### src/rtl/dslot_fetch_seq.sv
`timescale 1ns/1ps
module dslot_fetch_seq #(
  parameter int NTHR = 2,
  parameter int AW   = 32,
  parameter int SEQW = 8,
  parameter int ISZ  = 4,
  parameter int NSTG = 4,
  parameter int NSQ  = 2,
  parameter int DCW  = 2,
  localparam int TW  = (NTHR > 1) ? $clog2(NTHR) : 1,
  localparam int SW  = (NSTG > 1) ? $clog2(NSTG) : 1
) (
  input  logic               clk,
  input  logic               rst_n,
  input  logic               act_valid,
  input  logic [TW-1:0]      act_tid,
  input  logic [AW-1:0]      act_pc,
  input  logic [AW-1:0]      act_npc,
  input  logic [AW-1:0]      act_nnpc,
  input  logic               deact_valid,
  input  logic [TW-1:0]      deact_tid,
  input  logic               fetch_req,
  output logic               fetch_valid,
  output logic               fetch_stall,
  output logic [TW-1:0]      fetch_tid,
  output logic [AW-1:0]      fetch_addr,
  output logic [AW-1:0]      fetch_pred,
  output logic [SEQW-1:0]    fetch_seq,
  input  logic               br_valid,
  input  logic [TW-1:0]      br_tid,
  input  logic               br_ctrl,
  input  logic               br_ret,
  input  logic               br_likely,
  input  logic               br_taken,
  input  logic [AW-1:0]      br_pc,
  input  logic [AW-1:0]      br_target,
  input  logic [SEQW-1:0]    br_seq,
  input  logic [SW-1:0]      br_stage,
  output logic               blk_valid,
  output logic [TW-1:0]      blk_tid,
  output logic [SW-1:0]      blk_stage,
  output logic               sq_req_valid,
  output logic [TW-1:0]      sq_req_tid,
  output logic [SEQW-1:0]    sq_req_seq,
  output logic [SW-1:0]      sq_req_stage,
  input  logic [NSQ-1:0]     sq_v,
  input  logic [NSQ*TW-1:0]  sq_tid,
  input  logic [NSQ*SEQW-1:0] sq_seq,
  input  logic [NSQ-1:0]     sq_ctrl,
  input  logic [NSQ-1:0]     sq_replay,
  input  logic [NSQ*AW-1:0]  sq_pc,
  input  logic [NSQ*AW-1:0]  sq_target,
  output logic [NTHR-1:0]    ublk_valid,
  output logic [NTHR*SW-1:0] ublk_stage
);
  localparam int PW = (NSQ > 1) ? $clog2(NSQ) : 1;
  localparam logic [AW-1:0] I1 = AW'(ISZ);
  localparam logic [AW-1:0] I2 = AW'(2 * ISZ);
  localparam logic [AW-1:0] I3 = AW'(3 * ISZ);

  logic [AW-1:0]   pc_q   [NTHR];
  logic [AW-1:0]   npc_q  [NTHR];
  logic [AW-1:0]   nnpc_q [NTHR];
  logic [AW-1:0]   tgt_q  [NTHR];
  logic [DCW-1:0]  cnt_q  [NTHR];
  logic [SW-1:0]   bstg_q [NTHR];
  logic [SEQW-1:0] seq_q  [NTHR];
  logic [NTHR-1:0] rdy_q, vld_q, act_q;
  logic [TW-1:0]   last_q;

  logic [NTHR-1:0] elig;
  logic            gnt_found;
  logic [TW-1:0]   gnt_tid;
  logic            redir;

  assign elig = act_q & vld_q;

  always_comb begin
    gnt_found = 1'b0;
    gnt_tid   = last_q;
    for (int i = 1; i <= NTHR; i++) begin
      if (!gnt_found && elig[TW'((int'(last_q) + i) % NTHR)]) begin
        gnt_found = 1'b1;
        gnt_tid   = TW'((int'(last_q) + i) % NTHR);
      end
    end
  end

  assign fetch_valid = fetch_req & gnt_found;
  assign fetch_stall = fetch_req & ~gnt_found;
  assign fetch_tid   = gnt_tid;
  assign redir       = rdy_q[gnt_tid] && (cnt_q[gnt_tid] == '0);
  assign fetch_addr  = redir ? tgt_q[gnt_tid] : pc_q[gnt_tid];
  assign fetch_pred  = redir ? tgt_q[gnt_tid] + I2 : nnpc_q[gnt_tid];
  assign fetch_seq   = seq_q[gnt_tid];

  logic br_go, br_block, br_tk, br_lnt, br_nnt;
  assign br_go    = br_valid & br_ctrl & act_q[br_tid];
  assign br_block = br_go & br_ret & ~br_taken;
  assign br_tk    = br_go & br_taken;
  assign br_lnt   = br_go & ~br_ret & ~br_taken & br_likely;
  assign br_nnt   = br_go & ~br_ret & ~br_taken & ~br_likely;

  assign blk_valid    = br_block;
  assign blk_tid      = br_tid;
  assign blk_stage    = br_stage;
  assign sq_req_valid = br_tk | br_lnt;
  assign sq_req_tid   = br_tid;
  assign sq_req_seq   = br_tk ? br_seq + SEQW'(1) : br_seq;
  assign sq_req_stage = br_stage;

  logic [NTHR-1:0] sel_hit;
  logic [PW-1:0]   sel_p    [NTHR];
  logic [SEQW-1:0] sel_seq  [NTHR];
  logic [AW-1:0]   rst_addr [NTHR];
  logic [AW-1:0]   rpl_tgt  [NTHR];
  logic [NTHR-1:0] rpl;

  always_comb begin
    for (int t = 0; t < NTHR; t++) begin
      sel_hit[t] = 1'b0;
      sel_p[t]   = '0;
      sel_seq[t] = '0;
      for (int p = 0; p < NSQ; p++) begin
        if (sq_v[p] && sq_tid[p*TW +: TW] == TW'(t) && act_q[t] &&
            (!sel_hit[t] || sq_seq[p*SEQW +: SEQW] < sel_seq[t])) begin
          sel_hit[t] = 1'b1;
          sel_p[t]   = PW'(p);
          sel_seq[t] = sq_seq[p*SEQW +: SEQW];
        end
      end
      rpl[t]      = sq_replay[sel_p[t]];
      rpl_tgt[t]  = sq_target[sel_p[t]*AW +: AW];
      rst_addr[t] = (sq_ctrl[sel_p[t]] && !rpl[t]) ? rpl_tgt[t]
                                                   : sq_pc[sel_p[t]*AW +: AW] + I1;
      ublk_valid[t] = sel_hit[t] & ~vld_q[t];
      ublk_stage[t*SW +: SW] = bstg_q[t];
    end
  end

  logic [NTHR-1:0] issue;
  always_comb begin
    for (int t = 0; t < NTHR; t++) issue[t] = fetch_valid && (gnt_tid == TW'(t));
  end

  always_ff @(posedge clk or negedge rst_n) begin
    if (!rst_n) begin
      last_q <= '0;
      act_q  <= '0;
      vld_q  <= '0;
      rdy_q  <= '0;
      for (int t = 0; t < NTHR; t++) begin
        pc_q[t]   <= '0;
        npc_q[t]  <= '0;
        nnpc_q[t] <= '0;
        tgt_q[t]  <= '0;
        cnt_q[t]  <= '0;
        bstg_q[t] <= '0;
        seq_q[t]  <= '0;
      end
    end else begin
      if (fetch_valid) last_q <= gnt_tid;
      for (int t = 0; t < NTHR; t++) begin
        if (deact_valid && deact_tid == TW'(t)) begin
          act_q[t]  <= 1'b0;
          vld_q[t]  <= 1'b0;
          rdy_q[t]  <= 1'b0;
          cnt_q[t]  <= '0;
          bstg_q[t] <= '0;
        end else if (act_valid && act_tid == TW'(t)) begin
          act_q[t]  <= 1'b1;
          vld_q[t]  <= 1'b1;
          rdy_q[t]  <= 1'b0;
          cnt_q[t]  <= '0;
          seq_q[t]  <= '0;
          pc_q[t]   <= act_pc;
          npc_q[t]  <= act_npc;
          nnpc_q[t] <= act_nnpc;
        end else begin
          if (issue[t]) seq_q[t] <= seq_q[t] + SEQW'(1);
          if (sel_hit[t]) begin
            vld_q[t]  <= 1'b1;
            rdy_q[t]  <= 1'b0;
            pc_q[t]   <= rst_addr[t];
            npc_q[t]  <= rst_addr[t] + I1;
            nnpc_q[t] <= rst_addr[t] + I2;
            cnt_q[t]  <= rpl[t] ? DCW'(1) : '0;
            if (rpl[t]) tgt_q[t] <= rpl_tgt[t];
          end else begin
            if (issue[t]) begin
              if (redir) begin
                rdy_q[t]  <= 1'b0;
                pc_q[t]   <= tgt_q[t] + I1;
                npc_q[t]  <= tgt_q[t] + I2;
                nnpc_q[t] <= tgt_q[t] + I3;
              end else begin
                pc_q[t]   <= npc_q[t];
                npc_q[t]  <= nnpc_q[t];
                nnpc_q[t] <= nnpc_q[t] + I1;
                if (cnt_q[t] != '0) begin
                  cnt_q[t] <= cnt_q[t] - DCW'(1);
                  rdy_q[t] <= (cnt_q[t] == DCW'(1));
                end
              end
            end
            if (br_tid == TW'(t)) begin
              if (br_block) begin
                vld_q[t]  <= 1'b0;
                bstg_q[t] <= br_stage;
              end
              if (br_tk || br_nnt) begin
                cnt_q[t] <= ((issue[t] && cnt_q[t] != '0) ? cnt_q[t] - DCW'(1) : cnt_q[t]) + DCW'(1);
                rdy_q[t] <= 1'b0;
                tgt_q[t] <= br_tk ? br_target : br_pc + I2;
              end
            end
          end
        end
      end
    end
  end
endmodule


### config.mk
export PLATFORM = sky130hd
export DESIGN_NAME = dslot_fetch_seq
export DESIGN_NICKNAME = d
export VERILOG_FILES = /design/src/rtl/dslot_fetch_seq.sv
export SDC_FILE = /design/constraint.sdc
export NUM_CORES = 2
export LEC_CHECK = 0
export ABC_CLOCK_PERIOD_IN_PS = 6700
export BUFFER_PORTS_ARGS = -buffer_cell sky130_fd_sc_hd__clkbuf_2
export CORE_UTILIZATION = 36
export DETAILED_ROUTE_END_ITERATION = 8
export PLACE_DENSITY_LB_ADDON = 0.2
export SKIP_CTS_REPAIR_TIMING = 1
export SLEW_MARGIN = 20
export SYNTH_ARGS = -nofsm -noshare
export SYNTH_HDL_FRONTEND = slang
export SYNTH_SLANG_ARGS = --single-unit
### constraint.sdc
create_clock -name clk -period 6.7 [get_ports clk]
set_input_delay 0.67 -clock clk [delete_from_list [all_inputs] [get_ports clk]]
set_output_delay 0.67 -clock clk [all_outputs]
set_load 0.02 [all_outputs]
==> insert_results.sql <==
INSERT INTO impl_metrics (metric_group, metric, value, unit) VALUES
('run_status', 'outcome', 'completed', ''),
('critical_path', 'crit_type', 'reg2out', ''),
('final_layout', 'finish.instance_area', '0.0362', 'mm²'),
('sta', 'slew_viol_final', '0', ''),
('sta', 'timing.final.crit_period', '6.47', 'ns'),
('sta', 'setup_viol', '0', ''),
('critical_path', 'worst_path_max_fanout', '21', ''),
('cts', 'cts-buffers-inserted', '38', ''),
('detailed_routing', 'first_iter_violations', '5036', ''),
('final_layout', 'finish.utilization', '42.2', '%'),
('synth', 'seq_area_frac_synth', '22.9', '%'),
('synth', 'post_synth_instance_area', '0.0313', 'mm²'),
('sta', 'post-route-period-util', '96.5', '%'),
('cts', 'clockRootBuffer', 'sky130_fd_sc_hd__clkbuf_16', ''),
('detailed_routing', 'via_density_per_instance', '6.25', ''),
('critical_path', 'cp_data_arrival_time', '5.80', 'ns'),
('critical_path', 'timing.critical_path.max_delay_family', 'simple AND/OR/NAND/NOR gates', ''),
('detailed_routing', 'route.detailed.wl_per_inst', '29.9', 'µm'),
('critical_path', 'worstPathCellList', 'buf_4 -> nand2_2 -> xor2_4 -> buf_12 -> inv_4 -> nand2_1 -> nand2_1 -> ha_1 -> nand3_1 -> or3_1 -> or2_2 -> or4_1 -> or3_1 -> nor3_1 -> nand3_1 -> and3_1 -> a311oi_1 -> clkbuf_2', ''),
('critical_path', 'slowest_stage', 'sky130_fd_sc_hd__or4_1', ''),
('sta', 'fin_setup_tns', '0', 'ns'),
('place', 'placement.io_buffers', '431', ''),
('detailed_routing', 'detailroute.via_count', '36600', ''),
('sta', 'slew-limit-headroom', '17.7', '%'),
('synth', 'yosys.area.top_type_share', '22.9', '%'),
('critical_path', 'path_buf_inv', '4', ''),
('place', 'place_area', '0.0349', 'mm²'),
('sta', 'fin_worst_skew', '0.0462', 'ns'),
('final_layout', 'area_growth_syn_to_layout', '15.4', '%'),
('critical_path', 'worst_path_largest_cell_delay', '0.65', 'ns'),
('place', 'post-dp-hpwl', '138', 'mm'),
('cts', 'clk_pin_slew', '0.08', 'ns'),
('synth', 'synthArstFlopShare', '100', '%'),
('critical_path', 'cp-start-kind', 'register', ''),
('final_layout', 'final_layout_size_suffix_gt1_share', '17.3', '%'),
('critical_path', 'end_kind', 'primary output', ''),
('synth', 'flop_and_latch_count_out_of_synthesis', '287', ''),
('cts', 'cts_sinks', '287', ''),
('job', 'max-cap-violations', '0', ''),
('grt', 'grt_util_all_layers', '37.9', '%'),
('sta', 'clock.fmax', '155', 'MHz'),
('detailed_routing', 'detail_route.drc_violations', '0', ''),
('synth', 'synth-edff-count', '0', ''),
('final_layout', 'num-nets-final', '5050', ''),
('cts', 'htree_num_levels', '2', ''),
('floorplan', 'pin_count', '432', ''),
('floorplan', 'chipWidth', '297', 'µm'),
('floorplan', 'floorplan.initialDensity', '36.6', '%'),
('sta', 'rsz0062_at_grt', 'false', ''),
('floorplan', 'design.die.area', '0.0882', 'mm²'),
('grt', 'first_global_vias', '33100', ''),
('power', 'total_power', '10.9', 'mW'),
('synth', 'synth_area_leader_cell', 'sky130_fd_sc_hd__dfrtp_1', ''),
('critical_path', 'worst-endpoint-required', '6.03', 'ns'),
('synth', 'post_synth_main_area_contributors', 'sky130_fd_sc_hd__dfrtp_1, sky130_fd_sc_hd__nand2_1, sky130_fd_sc_hd__o21ai_0, sky130_fd_sc_hd__nor2_1, sky130_fd_sc_hd__xnor2_1', ''),
('power', 'pwr_density_cell', '302', 'mW/mm²'),
('synth', 'synth_ff_type', 'sky130_fd_sc_hd__dfrtp_1', ''),
('sta', 'worst_pin_slew', '1.22', 'ns'),
('cts', 'clock_insertion_delay_worst_skew', '0.60', 'ns'),
('detailed_routing', 'postRouteWirelength', '175', 'mm'),
('detailed_routing', 'final_antenna_net_count', '0', ''),
('floorplan', 'area_of_the_core_region', '0.0857', 'mm²'),
('synth', 'ys_types', '109', ''),
('sta', 'final-hold-violation-count', '0', ''),
('grt', 'number_of_antenna_violations_at_the_first_check_in_global_routing', '13', ''),
('grt', 'largest_net_degree_at_the_start_of_global_routing', '125', ''),
('critical_path', 'crit_cells', '18', ''),
('place', 'gp_congestion', '1.07', ''),
('synth', 'yosys_warnings', '0', ''),
('cts', 'cts_buffer_depth', '3', ''),
('floorplan', 'die_h', '297', 'µm');
## final timing paths
kind | slack [ns] | end | from
worst max-delay path | 0.23 | fetch_pred[31] | act_q[0]
worst min register to register | 0.47 | pc_q[8] | pc_q[8]
worst max register to register | 0.56 | nnpc_q[60] | act_q[0]
worst min-delay path | 0.02 | ublk_stage[3] | rst_n
min in group clk | 0.33 | npc_q[2] | act_npc[2]
max in group asynchronous | 5.40 | tgt_q[11] | rst_n
## per-stage QoR
stage | setup WS [ns] | hold slack (ns) | cells
6_report | 0.234 | 0.0181 | 5850
4_1_cts | 0.227 | 0.0330 | 5842
3_5_place_dp | 0.171 | 0.465 | 5774
3_3_place_gp | 0.251 | 0.456 | 5774
5_1_grt | 0.0805 | 0.0588 | 5845
2_1_floorplan | 0.366 | 0.374 | 4397
## cell families after synthesis
logic type / after synthesis / share of synthesized area [%]
buffers and inverters: 400 / 5.35
AO/OA/AOI/OAI: 1237 / 24.5
AND/OR/NAND/NOR: 1831 / 26.8
flip-flops: 287 / 22.9
adder cells (fa/ha/maj): 43 / 1.72
XOR/XNOR: 400 / 11.2
multiplexers: 199 / 7.53
## registers in the layout, indices dropped and copies added, names as in the netlist
register and cells:
nnpc_q 64, npc_q 64, pc_q 64, tgt_q 64, seq_q 16, cnt_q 4
ublk_stage 4, act_q 2, rdy_q 2, vld_q 2, last_q 1
## area by class of cell
class	count	area, µm²
timing repair buffer	601	3510
clock buffer	50	1120
fill	9246	49500
inverter	33	126
antenna	6	15.0
sequential	287	7180
clock inverter	18	134
multi-input combinational	3711	22700
tap	1144	1430
## synth_stat cells (21+ instances only)
| master | count |
|---|---|
| sky130_fd_sc_hd__or3_1 | 64 |
| sky130_fd_sc_hd__mux2i_1 | 149 |
| sky130_fd_sc_hd__a211oi_1 | 113 |
| sky130_fd_sc_hd__a21oi_1 | 301 |
| sky130_fd_sc_hd__mux4_2 | 27 |
| sky130_fd_sc_hd__xor2_1 | 198 |
| sky130_fd_sc_hd__a31oi_1 | 71 |
| sky130_fd_sc_hd__nand2_1 | 714 |
| sky130_fd_sc_hd__a221oi_1 | 45 |
| sky130_fd_sc_hd__clkbuf_1 | 265 |
| sky130_fd_sc_hd__buf_1 | 53 |
| sky130_fd_sc_hd__nand3_1 | 142 |
| sky130_fd_sc_hd__o21ai_1 | 21 |
| sky130_fd_sc_hd__o211ai_1 | 87 |
| sky130_fd_sc_hd__nand4_1 | 71 |
| sky130_fd_sc_hd__ha_1 | 43 |
| sky130_fd_sc_hd__o21a_1 | 23 |
| sky130_fd_sc_hd__xnor2_1 | 202 |
| sky130_fd_sc_hd__nor4_1 | 31 |
| sky130_fd_sc_hd__mux2_2 | 22 |
| sky130_fd_sc_hd__buf_2 | 21 |
| sky130_fd_sc_hd__nor2_1 | 502 |
| sky130_fd_sc_hd__o21ai_0 | 393 |
| sky130_fd_sc_hd__inv_1 | 32 |
| sky130_fd_sc_hd__dfrtp_1 | 287 |
| sky130_fd_sc_hd__nor3_1 | 106 |
| sky130_fd_sc_hd__and3_1 | 51 |
| sky130_fd_sc_hd__and2_1 | 21 |
| sky130_fd_sc_hd__o22ai_1 | 32 |
## placed cells by master, fill, tap and decap left out, types with 18 or more instances in the layout
cell / netlist / routed
sky130_fd_sc_hd__o21ai_0: 393 / 392
sky130_fd_sc_hd__nor2_1: 502 / 498
sky130_fd_sc_hd__ha_1: 43 / 43
sky130_fd_sc_hd__nand4_1: 71 / 71
sky130_fd_sc_hd__nand3_1: 142 / 142
sky130_fd_sc_hd__and2_1: 21 / 18
sky130_fd_sc_hd__buf_4: 15 / 165
sky130_fd_sc_hd__or3_1: 64 / 64
sky130_fd_sc_hd__a221oi_1: 45 / 45
sky130_fd_sc_hd__nor4_1: 31 / 30
sky130_fd_sc_hd__nand2_1: 714 / 707
sky130_fd_sc_hd__o21a_1: 23 / 22
sky130_fd_sc_hd__a211oi_1: 113 / 113
sky130_fd_sc_hd__nor3_1: 106 / 106
sky130_fd_sc_hd__o22ai_1: 32 / 32
sky130_fd_sc_hd__o21ai_1: 21 / 19
sky130_fd_sc_hd__clkbuf_16: 0 / 41
sky130_fd_sc_hd__xor2_1: 198 / 197
sky130_fd_sc_hd__mux2_2: 22 / 22
sky130_fd_sc_hd__mux2i_1: 149 / 149
sky130_fd_sc_hd__a21oi_1: 301 / 299
sky130_fd_sc_hd__and3_1: 51 / 51
sky130_fd_sc_hd__xnor2_1: 202 / 202
sky130_fd_sc_hd__mux4_2: 27 / 27
sky130_fd_sc_hd__inv_1: 32 / 32
sky130_fd_sc_hd__clkbuf_2: 1 / 430
sky130_fd_sc_hd__a31oi_1: 71 / 71
sky130_fd_sc_hd__dfrtp_1: 287 / 287
sky130_fd_sc_hd__o211ai_1: 87 / 87
## report_power, final
part	total [mW]	internal, mW	leakage [nW]	switching, mW
Sequential	3.29	2.27	3.50	1.02
Combinational	5.48	1.95	9.93	3.53
Clock	2.16	1.22	0.610	0.943
## metal layers
layer | global-route usage [%] | vias up | part of all wire (%)
li1 | - | 16300 | -
met1 | 53.1 | 17400 | 41
met3 | 9.92 | 385 | 13
met4 | 18.2 | 12 | 5.7
met2 | 53.3 | 2441 | 40
met5 | 1.08 | - | 0.097
Power figures use the tool's default switching activity.
